===== src/rtl/eirq_pkg.sv =====
package eirq_pkg;
  localparam int unsigned NUM_SRC   = 4;
  localparam int unsigned REG_W     = 8;
  localparam int unsigned FLAG_LSB  = REG_W - NUM_SRC;
  localparam logic [REG_W-1:0] DEF_ADDR = 8'h91;
  // 1 = flag sets on falling edge of that pin, 0 = rising edge
  localparam logic [NUM_SRC-1:0] DEF_FALL_MASK = 4'b1010;

  typedef logic [NUM_SRC-1:0] src_vec_t;
  typedef logic [REG_W-1:0]   reg_t;
endpackage


===== src/rtl/eirq_rst_sync.sv =====
module eirq_rst_sync #(
  parameter int unsigned STAGES = 2
) (
  input  logic clk,
  input  logic rst_n,
  output logic rst_n_sync
);
  logic [STAGES-1:0] chain_q;
  logic [STAGES-1:0] chain_d;

  always_comb begin
    chain_d = {chain_q[STAGES-2:0], 1'b1};
  end

  always_ff @(posedge clk or negedge rst_n) begin
    if (!rst_n) chain_q <= '0;
    else        chain_q <= chain_d;
  end

  assign rst_n_sync = chain_q[STAGES-1];
endmodule


===== src/rtl/eirq_pin_edge.sv =====
module eirq_pin_edge #(
  parameter int unsigned STAGES  = 2,
  parameter bit          FALLING = 1'b0
) (
  input  logic clk,
  input  logic rst_n,
  input  logic pin,
  output logic edge_hit
);
  // Registers reset to the pin's idle level so release of reset makes no edge.
  localparam logic IDLE = FALLING;

  logic [STAGES-1:0] sync_q;
  logic [STAGES-1:0] sync_d;
  logic              prev_q;
  logic              cur;

  always_comb begin
    sync_d = {sync_q[STAGES-2:0], pin};
  end

  always_ff @(posedge clk or negedge rst_n) begin
    if (!rst_n) begin
      sync_q <= {STAGES{IDLE}};
      prev_q <= IDLE;
    end else begin
      sync_q <= sync_d;
      prev_q <= sync_q[STAGES-1];
    end
  end

  assign cur = sync_q[STAGES-1];

  generate
    if (FALLING) begin : g_fall
      assign edge_hit = prev_q & ~cur;
    end else begin : g_rise
      assign edge_hit = ~prev_q & cur;
    end
  endgenerate
endmodule


===== src/rtl/eirq_flag_bank.sv =====
module eirq_flag_bank #(
  parameter int unsigned N = 4
) (
  input  logic         clk,
  input  logic         rst_n,
  input  logic [N-1:0] set_hw,
  input  logic         wr_en,
  input  logic [N-1:0] wr_val,
  output logic [N-1:0] flag_q
);
  logic [N-1:0] flag_d;
  logic         upd;

  // Hardware set is ORed in last, so an edge beats a same-cycle clear.
  always_comb begin
    if (wr_en) flag_d = wr_val | set_hw;
    else       flag_d = flag_q | set_hw;
    upd = wr_en | (|set_hw);
  end

  always_ff @(posedge clk or negedge rst_n) begin
    if (!rst_n)   flag_q <= '0;
    else if (upd) flag_q <= flag_d;
  end
endmodule


===== src/rtl/eirq_sfr_port.sv =====
module eirq_sfr_port
  import eirq_pkg::*;
#(
  parameter reg_t ADDR = DEF_ADDR
) (
  input  reg_t     sfr_addr,
  input  logic     sfr_wr,
  input  src_vec_t flags,
  input  src_vec_t ext_status,
  output logic     wr_hit,
  output reg_t     sfr_rdata
);
  logic sel;

  always_comb begin
    sel       = (sfr_addr == ADDR);
    wr_hit    = sel & sfr_wr;
    sfr_rdata = sel ? {flags, ext_status} : '0;
  end
endmodule


===== src/rtl/ext_irq_flags.sv =====
module ext_irq_flags
  import eirq_pkg::*;
#(
  parameter reg_t        SFR_ADDR    = DEF_ADDR,
  parameter int unsigned SYNC_STAGES = 2,
  parameter src_vec_t    FALL_MASK   = DEF_FALL_MASK
) (
  input  logic       clk,
  input  logic       rst_n,
  input  logic [7:0] sfr_addr,
  input  logic       sfr_wr,
  input  logic [7:0] sfr_wdata,
  output logic [7:0] sfr_rdata,
  input  logic [3:0] irq_pin,
  input  logic [3:0] irq_en,
  input  logic [3:0] ext_status,
  output logic [3:0] irq_req
);
  logic     rst_n_sync;
  src_vec_t edge_hit;
  src_vec_t flag_q;
  logic     wr_hit;
  logic     wdata_lo_unused;

  assign wdata_lo_unused = ^sfr_wdata[FLAG_LSB-1:0];

  eirq_rst_sync #(.STAGES(2)) u_rst (
    .clk(clk), .rst_n(rst_n), .rst_n_sync(rst_n_sync)
  );

  for (genvar i = 0; i < NUM_SRC; i++) begin : g_pin
    eirq_pin_edge #(.STAGES(SYNC_STAGES), .FALLING(FALL_MASK[i])) u_edge (
      .clk(clk), .rst_n(rst_n_sync), .pin(irq_pin[i]), .edge_hit(edge_hit[i])
    );
  end

  eirq_sfr_port #(.ADDR(SFR_ADDR)) u_port (
    .sfr_addr(sfr_addr), .sfr_wr(sfr_wr), .flags(flag_q),
    .ext_status(ext_status), .wr_hit(wr_hit), .sfr_rdata(sfr_rdata)
  );

  eirq_flag_bank #(.N(NUM_SRC)) u_flags (
    .clk(clk), .rst_n(rst_n_sync), .set_hw(edge_hit), .wr_en(wr_hit),
    .wr_val(sfr_wdata[REG_W-1:FLAG_LSB]), .flag_q(flag_q)
  );

  assign irq_req = flag_q & irq_en;
endmodule


===== config.mk =====
export PLATFORM = sky130hd
export DESIGN_NAME = ext_irq_flags
export DESIGN_NICKNAME = d
export VERILOG_FILES = /design/src/rtl/eirq_pkg.sv /design/src/rtl/eirq_rst_sync.sv /design/src/rtl/eirq_pin_edge.sv /design/src/rtl/eirq_flag_bank.sv /design/src/rtl/eirq_sfr_port.sv /design/src/rtl/ext_irq_flags.sv
export SDC_FILE = /design/constraint.sdc
export NUM_CORES = 1
export LEC_CHECK = 0
export ABC_AREA = 1
export BUFFER_PORTS_ARGS = -buffer_cell sky130_fd_sc_hd__buf_2
export CORE_UTILIZATION = 42
export DETAILED_ROUTE_END_ITERATION = 10
export PLACE_DENSITY = 0.78
export SYNTH_ARGS = -nofsm -noshare
export SYNTH_HDL_FRONTEND = slang
export SYNTH_SLANG_ARGS = --single-unit

===== constraint.sdc =====
create_clock -name clk -period 0.8 [get_ports clk]
set_clock_uncertainty 0.05 [all_clocks]
set_input_delay 0.04 -clock clk [delete_from_list [all_inputs] [get_ports clk]]
set_output_delay 0.04 -clock clk [all_outputs]
set_load 0.02 [all_outputs]

-- Word-level counts from Yosys, hierarchy flattened
Index checks and enable logic that the tools add are counted.
- register bits: 18
- input bits: 31
- output and inout port bits: 12
- word-level logic and storage cells: 27
- equal/unequal tests: 1
- muxes and demuxes: 2
- bitwise operators: 13
- reduce and logical (&&, ||, !) cells: 1
- operators by type and width (operator ; number):
    equality test 8 bit (second input constant) ; 1
    2-to-1 mux 8 bit ; 1
    OR 4 bit ; 2
    AND 1 bit ; 5
    AND 4 bit ; 1
    2-to-1 mux 4 bit ; 1
    inverter 1 bit ; 4
    OR reduction 4 bit ; 1
    OR 1 bit ; 1

-- Longest topological paths before layout
Gate-level depths: netlist (run 1).
- depth in word-level cells: 4
- gate-level depth with buffers: 6
- mapped depth without buffers: 6

-- Hierarchy
From an unflattened synthesis (run 1), not the netlist that was laid out.
- cell total of the unflattened synthesis: 82
- area total of the unflattened synthesis: 715.7 sq um
- by module, submodules not included (module ; times used ; cells an instance ; area an instance (sq um) ; sequential area each (sq um)):
    eirq_pin_edge (g_pin[1].u_edge ...) ; 2 ; 5 ; 88.8 ; 78.8
    eirq_pin_edge (g_pin[0].u_edge ...) ; 2 ; 5 ; 85.1 ; 75.1
    eirq_flag_bank ; 1 ; 21 ; 168.9 ; 100.1
    eirq_sfr_port ; 1 ; 30 ; 115.1 ; 0.0
    eirq_rst_sync ; 1 ; 3 ; 53.8 ; 50.0
    ext_irq_flags ; 1 ; 8 ; 30.0 ; 0.0

-- Worst setup path before layout (run 1)
OpenSTA, ideal clock, no wires.
- path type: reg2reg
- start point: reg g_pin[1].u_edge.sync_q[1]
- end point: reg u_flags.flag_q[1]
- data arrival time: 0.637 ns
- data required time: 0.626 ns
- slack: -0.011 ns
- cell stages (with the launch flop): 4
- path buffers: 0
- cell sequence: dfstp_2 -> inv_1 -> nand2_1 -> nand3_1
- cells in the longest elaborated chain, start to end: 4
- elaborated cells between the ends (all ways): 7
- ends and longest elaborated chain (element ; RTL line ; RTL):
    from (decl) ; eirq_pin_edge.sv:13 ; logic [STAGES-1:0] sync_q;
    from (signal assigned) ; eirq_pin_edge.sv:24 ; sync_q <= {STAGES{IDLE}};
    from (signal assigned) ; eirq_pin_edge.sv:27 ; sync_q <= sync_d;
    inverter 1 bit (*) ; eirq_pin_edge.sv:36 ; assign edge_hit = prev_q & ~cur;
    AND 1 bit (*) ; eirq_pin_edge.sv:36 ;
    OR reduction 4 bit (tied with other cells) ; eirq_flag_bank.sv:18 ; upd = wr_en | (|set_hw);
    OR 1 bit / 2-to-1 mux 4 bit (equally long branches) ; eirq_flag_bank.sv:18, eirq_flag_bank.sv:16 ;
    to (signal assigned) ; eirq_flag_bank.sv:23 ; else if (upd) flag_q <= flag_d;
    to (decl) ; eirq_flag_bank.sv:9 ; output logic [N-1:0] flag_q
Mark *: on every way between the ends. The rest lies on a longest branch, timed or not.
A chain may end at the register's enable or synchronous reset.

-- Final worst setup path (run 1)
- start point: reg u_flags.flag_q[2]
- end point: out sfr_rdata[6]
- cells in the longest elaborated chain, start to end: 1
- ends and longest elaborated chain (element ; RTL line ; RTL):
    2-to-1 mux 8 bit ; eirq_sfr_port.sv:18 ; sfr_rdata = sel ? {flags, ext_status} : '0;
    to (decl) ; ext_irq_flags.sv:13 ; output logic [7:0] sfr_rdata,
No other way between the ends.

==> summary.txt, run 1 <==
Worst setup path
  • Data arrival, critical path: 1.02 ns
  • Crit Path Max Fanout: 3
  • Reg2reg path depth: 3
  • Critical-path cell list: inv_1 -> nor2_1 -> buf_4
  • Reg-to-reg slack, setup: -0.04 ns
  • Worst r2r dst: u_flags.flag_q[2]
  • CP top delay family: flip-flops
  • Max incr delay on CP: 0.39 ns
  • CP bufs+invs: 2
  • Startpoint types: flip-flop
  • Slowest CP cell: dfrtp_1
  • CP Capture Type: output port
  • Worst Path Class, Setup: flip-flop to output port
  • Launch point of the worst reg-to-reg path: u_flags.flag_q[2]
  • Worst EP required: ~0.71 ns

STA
  • Crit path time final: ~1.1 ns
  • Hold Fails Final Rpt: 0
  • Final Setup Violations: 15
  • RSZ-0062 raised after global routing: true
  • Setup_tns: -2.350 ns
  • Peak Freq: 0.8987 GHz
  • Period Utilization, post-route: 1.391
  • Slew Viols, Final: 0
  • Final worst slack: -0.3127 ns

Synth
  • Top-area cell type share of the netlist area: 0.3902
  • Leading area contributor after synthesis: dfrtp_1
  • Synthesized cell area: 769.5 um^2
  • Synth top area cells: dfrtp_1 (39%), dfstp_2 (20%), inv_1 (11%), nand2_1 (9.3%), nor2_1 (5.9%)
  • Netlist cell types: 12
  • Syn avg cell area: 8.744 um^2
  • Synth Instances: between 80 and 90
  • Seq cells post-synth: 18
  • Post-synthesis sequential area ratio: 0.5951
  • Net count after synthesis: 119
  • Yosys warning count: 0

Floorplanning
  • Row count: 15
  • Initial Utilization: 0.4457
  • # IOs: 43
  • Die Width: 44.81 um
  • Chip height: 44.81 um
  • Core Box Area: 1727 um^2
  • Die Footprint: between 2000 and 2500 um^2

Clocking
  • Clock sink count: 18
  • Clock slew at reported path FFs: 0.09 ns
  • CTS H-Tree Depth: 1
  • Clk buf depth: 2
  • Num CTS Buffers: 3
  • Clock Latency Late Sink: 0.28 ns
  • TritonCTS clock tree: built
  • Clock Tree Root: clkbuf_4

Final layout
  • Final #Nets: 178
  • Commonest non-fill, non-tap cell in the layout: buf_2
  • Antenna Cells: 0
  • Most frequent cells in the layout: buf_2 (25), inv_1 (18), buf_4 (14), nand2_1 (13)
  • Synthesis-to-finish area growth: 62.28%
  • Finished Core Util: 0.7232
  • Layout cells sized above 1: 0.5068

Power and ir drop
  • Leakage power: 0.7012 nW
  • Worst IR Drop VDD: 0.0009776 V
  • Power per cell area: ~1300 nW/um^2

Detailed routing
  • TritonRoute pass-1 iters: 4
  • Initial DRC count: 25
  • Via count: 794
  • Post-route DRC: 0
  • WL per Instance: 12.11 um
  • Final wirelength: between 2000 and 2500 um
  • Routed Antenna Nets: 0
  • Vias per Instance: 4.643

Global routing
  • Tot GR Track Use: 0.1925
  • Global-route wire length before repair: 2739 um
  • Initial antenna violation count: 0
  • Pin count of the biggest net entering global routing: 11
  • Vias in the first global route: 696
  • Grt ovf: 0

Hold path
  • Worst hold endpoint: u_flags.flag_q[3]
  • Worst hold-check path type: input port to flip-flop
  • Worst Hold Depth: 3
  • Startpoint of the worst hold path: sfr_wr

Run
  • Max Cap Viol: 0

Placed design
  • DP Worst Slack: -0.1110 ns
  • Placed wire-length estimate: 1226 um
  • I/O Buffers: 38
  • RD Place Congestion: 0.7388

Outcome
  • Status: finished, violations left
  • Failing checks: negative setup slack
worst max path at each step:
stage | startpoint | endpoint | slack [ns] | cells past startpoint
after floorplan | g_pin[1].u_edge.sync_q[1] | u_flags.flag_q[1] | 0.002 | 3
after global placement | sfr_addr[6] | u_flags.flag_q[1] | -0.07 | 7
after detailed placement | sfr_addr[6] | sfr_rdata[1] | -0.11 | 7
after CTS | u_flags.flag_q[2] | sfr_rdata[6] | -0.25 | 3
after global routing | u_flags.flag_q[0] | sfr_rdata[4] | -0.36 | 3
final | u_flags.flag_q[2] | sfr_rdata[6] | -0.31 | 3
per-layer routing:
layer,wire (um),vias to the layer above,global-route usage
met3,156,8,0.04400
met4,23,0,0.1030
met2,1105,50,0.3529
met1,785,366,0.2032
met5,0,-,0
li1,-,370,-
repair_timing:
item / CTS / global route
endpoints found under the setup margin: 14 / 14
resized for setup: 23 / 8
hold buffers: 10 / 0
gates cloned: 0 / 0
setup buffers: 1 / 3
pin swaps: 6 / 5
endpoints found under the hold margin: 10 / 0
through the flow:
stage,area (um^2),std cells,hold WS (ns),power [W]
detailed placement,1006,153,-0.2231,0.001174
global route,1249,171,0.03966,0.001766
CTS,1201,168,0.01826,0.001692
floorplan,769.5,88,-0.3056,0.001066
global placement,1006,153,-0.2247,0.001162
finish,1249,171,0.04359,0.001678
sequential cells by signal, summed over array words and instances, names as in the netlist:
name                 flops
g_pin.u_edge.sync_q      8
g_pin.u_edge.prev_q      4
u_flags.flag_q           4
u_rst.chain_q            2
layout make-up:
type	count	area (um^2)
Multi-Input combinational cell	46	256.5
Clock buffer	4	26.28
Fill cell	118	478.0
Tap cell	25	31.28
Timing Repair Buffer	54	386.6
Inverter	24	90.09
Sequential cell	18	457.9
worst reg2reg max path, cell delays in order, from the launching register on:
cell and delay, ns:
dfrtp_1 0.41, buf_4 0.15, nand2_2 0.07, nand3_2 0.06
power breakdown:
group | leakage, nW | switching [W] | internal, W | total, W
clock network | 0.0150 | 0.000247 | 0.000193 | 0.000440
registers | 0.191 | 0.0000149 | 0.000959 | 0.000974
logic | 0.495 | 0.000128 | 0.000136 | 0.000265
cell usage after synthesis:
| master | n |
|---|---|
| nand3_2 | 1 |
| dfrtp_1 | 12 |
| nand3_1 | 8 |
| nor2_2 | 3 |
| inv_1 | 23 |
| nor2_1 | 12 |
| conb_1 | 1 |
| inv_2 | 1 |
| dfstp_2 | 6 |
| nand2_1 | 19 |
| nor2_4 | 1 |
| nand4_4 | 1 |
cells by family (layout without fill, tap and decap cells):
family | count (synthesis) | after routing | synth area share
flip-flops | 18 | 18 | 0.5951
AND/OR/NAND/NOR | 45 | 45 | 0.2829
buffers and inverters | 24 | 82 | 0.1171
other | 1 | 1 | 0.004873
Note: power is estimated with default switching activity, not from simulation.
==> run 2, diff against run 1 <==
Settings changed: CORE_UTILIZATION 42 to 45, PLACE_DENSITY 0.78 to 0.82.
Clock period 0.8 ns to 1.4 ns, I/O delays scaled along.
==> run 2 against run 1 <==
The run ends with design-rule violations left. Total power is 42% lower. Critical path depth is the same. Non-clock buffer count decreased by 8. Wire length shrank 35%. Cell area fell by 12%. Core utilization shrank 2.0 points. Largest power group unchanged. Clock power fell by 31%. Die area is 6.4% lower. Critical endpoint is now sfr_rdata[5]. Count of clock-buffer cells in the layout unchanged. Combinational power fell by 60%.
==> summary.txt, run 2 (synthesis gave the netlist of run 1 again) <==
Final layout
  • Commonest non-fill, non-tap cell in the layout: buf_2
  • Synthesis-to-finish area growth: 42.44%
  • Final #Nets: 170 (-4.5%)
  • Largest register FFs: 8 (unchanged)
  • Final cell count without fillers: 154 (-9.9%)
  • Layout cells sized above 1: 0.3986 (-0.1083)
  • Biggest regs: g_pin.u_edge.sync_q x8, g_pin.u_edge.prev_q x4, u_flags.flag_q x4
  • Top reg by flops: g_pin.u_edge.sync_q
  • Antenna Cells: 0 (unchanged)
  • Finished Cell Area: 1096 um^2 (-12%)
  • Most frequent cells in the layout: buf_2 (38), inv_1 (23), nand2_1 (19), nor2_1 (12), dfrtp_1 (12)

STA
  • Final worst slack: 0.3180 ns (+0.6308 ns)
  • Worst rel slew slack: 0.6142
  • Final Setup Violations: 0 (-15)
  • Slew Viols, Final: 0 (unchanged)
  • Peak Freq: between 0.9 and 1 GHz
  • Hold Fails Final Rpt: 0 (unchanged)
  • RSZ-0062 raised after global routing: false
  • Crit path time final: around 1.1 ns
  • Slew of the pin with the lowest slew margin: 0.5786 ns
  • Period Utilization, post-route: 0.7728
  • Setup_tns: 0 ns (+2.350 ns)

Floorplanning
  • Die Footprint: 1879 um^2 (-6.4%)
  • Chip height: 43.35 um (-3.2%)
  • Die Width: 43.35 um (-3.2%)
  • # IOs: 43 (unchanged)
  • Core Box Area: 1559 um^2 (-9.7%)
  • Row count: 14 (-1)
  • Initial Utilization: 0.4936 (+0.04793)

Placed design
  • Area after DPL: 979.7 um^2 (-2.6%)
  • DP Worst Slack: 0.4411 ns (+0.5521 ns)
  • RD Place Congestion: 0.7749 (+4.9%)
  • Post-Place Cells: 142 (-7.2%)
  • I/O Buffers: 38 (unchanged)
  • Placed wire-length estimate: 1063 um (-13%)

Clocking
  • Clock slew at reported path FFs: 0.09 ns (about the same)
  • Clk buf depth: 2 (unchanged)
  • Clock sink count: 18 (unchanged)
  • # Post-CTS Setup Buffers: 0 (-1)
  • Clock Latency Late Sink: 0.28 ns (about the same)
  • CTS H-Tree Depth: 1 (unchanged)
  • CTS Hold Bufs: 8 (-2)
  • Num CTS Buffers: 3 (unchanged)
  • Post-CTS sizing: 0 (-100%)
  • Clock Tree Root: clkbuf_4
  • TritonCTS clock tree: built

Worst setup path
  • Reg2reg path depth: 3 (unchanged)
  • Crit Path Max Fanout: 3 (unchanged)
  • Max incr delay on CP: 0.37 ns (-0.02 ns)
  • Data arrival, critical path: 0.96 ns (-0.06 ns)
  • Launch point of the worst reg-to-reg path: g_pin[1].u_edge.sync_q[1]
  • CP bufs+invs: 2 (unchanged)
  • Worst EP required: 1.28 ns (+0.57 ns)
  • Reg-to-reg slack, setup: 0.56 ns (+0.60 ns)
  • Critical-path cell list: inv_1 -> nor2_1 -> buf_2
  • Worst r2r dst: u_flags.flag_q[1]
  • CP top delay family: flip-flops
  • CP Capture Type: output port
  • Startpoint types: flip-flop
  • Slowest CP cell: dfrtp_1
  • Worst Path Class, Setup: flip-flop to output port

Hold path
  • Worst Hold Depth: 3 (unchanged)
  • Worst hold-check path type: input port to flip-flop
  • Startpoint of the worst hold path: sfr_wdata[4]
  • Worst hold endpoint: u_flags.flag_q[0]

Outcome
  • Status: finished, violations left
  • Failing checks: design-rule violations

Global routing
  • Tot GR Track Use: 0.1664 (-0.02610)
  • Pin count of the biggest net entering global routing: 17 (+6)
  • Vias in the first global route: 630 (-9.5%)
  • Initial antenna violation count: 0 (unchanged)
  • Grt ovf: 0 (unchanged)
  • Global-route wire length before repair: 2290 um (-16%)

Power and ir drop
  • Leakage power: 0.6717 nW (-4.2%)
  • Clock share of power: 0.312 (+0.050)
  • Sw frac: 0.2159 (-0.01633)
  • Combinational share of power: 0.110 (-0.048)
  • Internal Power: 0.0007623 W (-41%)
  • Worst IR Drop VDD: 0.0007321 V (-25%)
  • Power per cell area: 887.1 nW/um^2 (-34%)
  • NetSw: 0.0002100 W (-46%)
  • Total power: 0.0009723 W (-42%)
  • Sequential share of power: 0.578 (-0.002)

Detailed routing
  • Final wirelength: 1348 um (-35%)
  • Routed Antenna Nets: 0 (unchanged)
  • TritonRoute pass-1 iters: 7 (+3)
  • Via count: 673 (-15%)
  • Vias per Instance: 4.370 (-5.9%)
  • Initial DRC count: 19 (-24%)
  • WL per Instance: 8.753 um (-28%)
  • Post-route DRC: 12 (+12)

Run
  • Max Cap Viol: 0 (unchanged)
-- run 2: routing by layer --
layer | share of wire | GRT usage | up-vias
li1 | - | - | 351
met1 | 0.41 | 0.1586 | 285
met2 | 0.49 | 0.3273 | 35
met3 | 0.094 | 0.04167 | 2
met4 | 0.011 | 0.07500 | 0
met5 | 0 | 0 | -
-- run 2: worst max path at each step --
stage | to | depth (start not counted) | startpoint | slack [ns]
floorplan | sfr_rdata[0] | 5 | sfr_addr[6] | 0.56
global placement | sfr_rdata[7] | 7 | sfr_addr[6] | 0.46
detailed placement | sfr_rdata[3] | 7 | sfr_addr[6] | 0.44
CTS | sfr_rdata[5] | 3 | u_flags.flag_q[1] | 0.29
global route | sfr_rdata[5] | 3 | u_flags.flag_q[1] | 0.25
finish | sfr_rdata[5] | 3 | u_flags.flag_q[1] | 0.32
-- run 2: power by group through the flow --
stage | Sequential [W] | Clock, W | Combinational (W)
after floorplan | 0.000569 | 0 | 0.0000406
after global placement | 0.000571 | 0 | 0.0000878
after detailed placement | 0.000573 | 0 | 0.0000904
after CTS | 0.000564 | 0.000321 | 0.000108
after global routing | 0.000568 | 0.000337 | 0.000119
final | 0.000562 | 0.000303 | 0.000107
-- run 2: through the flow --
stage,util,hold slack (ns)
final,0.7031,0.001939
after global routing,0.7031,0.01493
after CTS,0.7031,0.004624
after detailed placement,0.6284,-0.1923
after global placement,0.6284,-0.1950
after floorplan,-,-0.2756
-- run 2: tightest hold or removal path: cells and delay by family --
family | cells | cell delay, ns
buffers and inverters | 1 | 0.08
and+or+nand+nor | 2 | 0.16
-- run 2: area by class of cell --
cell class | instances | area [um^2]
clock buffer | 4 | 36.28
fill | 124 | 462.9
inverter | 24 | 90.09
multi-input combinational | 46 | 221.5
sequential | 18 | 457.9
tap | 16 | 20.02
timing repair buffer | 46 | 270.3
==> run 3, diff against run 2 <==
Settings changed: CORE_ASPECT_RATIO from default to 1.5, CORE_UTILIZATION 45 to 38, PLACE_DENSITY 0.82 to 0.74.
Clock period 1.4 ns to 0.9 ns, I/O delays scaled along.
==> run 3 against run 2 <==
The run ends with negative setup slack left. Global-route usage is 0.80 points lower. Die area grew 18%. Register-to-register slack worse by 0.50 ns. Count of clock-buffer cells in the layout did not move. Clock power up 51%. Wire length up 14%. Non-clock buffer count increased by 3. Total power rose by 58%.
==> summary.txt, run 3 (synthesis gave the netlist of run 1 again) <==
Worst setup path
  • Crit Path Max Fanout: 3 (unchanged)
  • Data arrival, critical path: 0.94 ns (-0.02 ns)
  • Worst Path Class, Setup: flip-flop to output port
  • CP startpoint: u_flags.flag_q[0]
  • Levels on crit path: 3 (unchanged)
  • CP top delay family: flip-flops
  • Reg2reg path depth: 3 (unchanged)
  • Slowest CP cell: dfrtp_1
  • Max incr delay on CP: 0.38 ns (about the same)
  • Reg-to-reg slack, setup: 0.06 ns (-0.50 ns)
  • Startpoint types: flip-flop
  • CP bufs+invs: 2 (unchanged)
  • Critical-path cell list: inv_1 -> nor2_1 -> buf_4
  • Worst r2r dst: u_flags.flag_q[1]
  • CP Capture Type: output port
  • Worst EP required: 0.81 ns (-0.47 ns)
  • CP endpoint: sfr_rdata[4]
  • Launch point of the worst reg-to-reg path: g_pin[1].u_edge.sync_q[1]

STA
  • Slew Viols, Final: 0 (unchanged)
  • Crit path time final: 1.037 ns
  • Final worst slack: -0.1370 ns (-0.4551 ns)
  • RSZ-0062 raised after global routing: true
  • WHS: 0.009642 ns (+0.007702 ns)
  • Setup_tns: -1.020 ns (-1.020 ns)
  • Hold Fails Final Rpt: 0 (unchanged)
  • Final Setup Violations: 9 (+9)
  • Peak Freq: 0.9643 GHz
  • Period Utilization, post-route: 1.152

Detailed routing
  • Final wirelength: 1535 um (+14%)
  • Routed Antenna Nets: 0 (unchanged)
  • Via count: 688 (+2.2%)
  • Initial DRC count: 3 (-16)
  • TritonRoute pass-1 iters: 4 (-3)
  • Vias per Instance: 4.247 (-2.8%)
  • WL per Instance: 9.475 um (+8.2%)
  • Post-route DRC: 0 (-12)

Floorplanning
  • Initial Utilization: 0.4097 (-0.08385)
  • # IOs: 43 (unchanged)
  • Die Footprint: 2213 um^2 (+18%)
  • Core Box Area: 1878 um^2 (+20%)
  • Die Width: 38.74 um (-11%)
  • Row count: 19 (+5)
  • Chip height: 57.12 um (+32%)

Final layout
  • Synthesis-to-finish area growth: 55.29%
  • Antenna Cells: 0 (unchanged)
  • Filler cells: 144 (+16%)
  • Commonest non-fill, non-tap cell in the layout: buf_2
  • Layout cells sized above 1: 0.4326 (+0.03407)
  • Final #Nets: 173 (+1.8%)
  • Top reg by flops: g_pin.u_edge.sync_q
  • Biggest regs: g_pin.u_edge.sync_q x8, g_pin.u_edge.prev_q x4, u_flags.flag_q x4
  • Final cell count without fillers: 162 (+5.2%)
  • Most frequent cells in the layout: buf_2 (24), inv_1 (21), nand2_1 (17), nor2_1 (12), dfrtp_1 (12)
  • Largest register FFs: 8 (unchanged)

Clocking
  • Clock sink count: 18 (unchanged)
  • Clock Tree Root: clkbuf_4
  • Clk buf depth: 2 (unchanged)
  • CTS H-Tree Depth: 1 (unchanged)
  • Num CTS Buffers: 3 (unchanged)
  • Clock Latency Late Sink: 0.28 ns (about the same)
  • TritonCTS clock tree: built
  • Clock slew at reported path FFs: 0.09 ns (about the same)

Power and ir drop
  • Combinational share of power: 0.136 (+0.026)
  • Power per cell area: 1285 nW/um^2 (+45%)
  • Clock share of power: 0.299 (-0.013)
  • Sequential share of power: 0.565 (-0.013)
  • Worst IR Drop VDD: 0.001109 V (+51%)
  • Internal Power: 0.001210 W (+59%)
  • Sw frac: 0.2123 (-0.003674)
  • Leakage power: 0.6902 nW (+2.8%)
  • NetSw: 0.0003260 W (+55%)

Placed design
  • I/O Buffers: 38 (unchanged)
  • DP Worst Slack: -0.06670 ns (-0.5078 ns)
  • Placed wire-length estimate: 1099 um (+3.4%)
  • RD Place Congestion: 0.6539 (-16%)
  • Post-Place Cells: 148 (+4.2%)

Global routing
  • GRT busiest layer: met2
  • Met1 global-route usage: 0.1425 (-0.01617)
  • Grt met3 use: 0.01167 (-0.02999)
  • Pin count of the biggest net entering global routing: 11 (-6)
  • Initial antenna violation count: 0 (unchanged)
  • Met2 Usage GRT: 0.3167 (-0.01061)
  • Tot GR Track Use: 0.1584 (-0.007983)
  • Vias in the first global route: 688 (+9.2%)
  • Grt ovf: 0 (unchanged)
  • Global-route wire length before repair: 2456 um (+7.2%)

Hold path
  • Worst hold-check path type: input port to asynchronous set/reset pin

Outcome
  • Status: finished, violations left
  • Failing checks: negative setup slack

Run
  • Max Cap Viol: 0 (unchanged)
## run 3: cell types whose count changed in the layout (fill, tap and decap cells not counted), sizes merged
| cell | previous run | this run |
|---|---|---|
| buf | 38 | 40 |
| dlygate4sd3 | 8 | 9 |
## run 3: per-stage QoR
stage               power [W]  cell area [um^2]    util
finish               0.001536              1195  0.6362
CTS                  0.001559              1177  0.6269
global route         0.001627              1195  0.6362
detailed placement   0.001037             993.5  0.5290
floorplan           0.0009478             769.5       -
global placement     0.001029             993.5  0.5290
## run 3: cell type report
cell class,instances,area [um^2],area share
flip-flops and latches,18,457.9,0.3832
repair buffers,49,352.8,0.2953
multi-input cells,46,231.5,0.1937
inverters,24,90.09,0.07539
clock buffers,4,36.28,0.03037
well taps,21,26.28,0.02199
## run 3: what timing repair did
action / in CTS / in global routing
pin swaps: 6 / 7
gates resized for setup: 17 / 6
endpoints found under the hold margin: 10 / 0
hold buffers: 9 / 0
gates cloned: 0 / 0
setup buffers: 1 / 0
setup endpoints to repair: 12 / 13
## run 3: power groups by stage
stage	Sequential [W]	Combinational, W	Clock [W]
final	0.000868	0.000208	0.000459
after global routing	0.000873	0.000230	0.000524
after CTS	0.000870	0.000201	0.000489
after detailed placement	0.000885	0.000152	0
after global placement	0.000883	0.000147	0
after floorplan	0.000885	0.0000631	0
## run 3: worst register-to-register path, stage by stage, from the launching register on
cell	delay [ns]
dfstp_2	0.53
inv_1	0.03
nand2_1	0.04
nand3_1	0.07
## run 3: worst min-delay path by stage
stage | to | from | cells after the start
3_5_place_dp | u_rst.chain_q[1] | rst_n | 1
3_3_place_gp | u_rst.chain_q[0] | rst_n | 1
6_report | u_rst.chain_q[0] | rst_n | 2
4_1_cts | u_rst.chain_q[0] | rst_n | 2
5_1_grt | u_rst.chain_q[1] | rst_n | 2
2_1_floorplan | u_rst.chain_q[0] | rst_n | 0
## run 3: layer usage
layer | wire length [um] | share of wire
met1 | 540 | 0.35
met2 | 909 | 0.59
met3 | 84 | 0.055
met4 | 0 | 0
met5 | 0 | 0
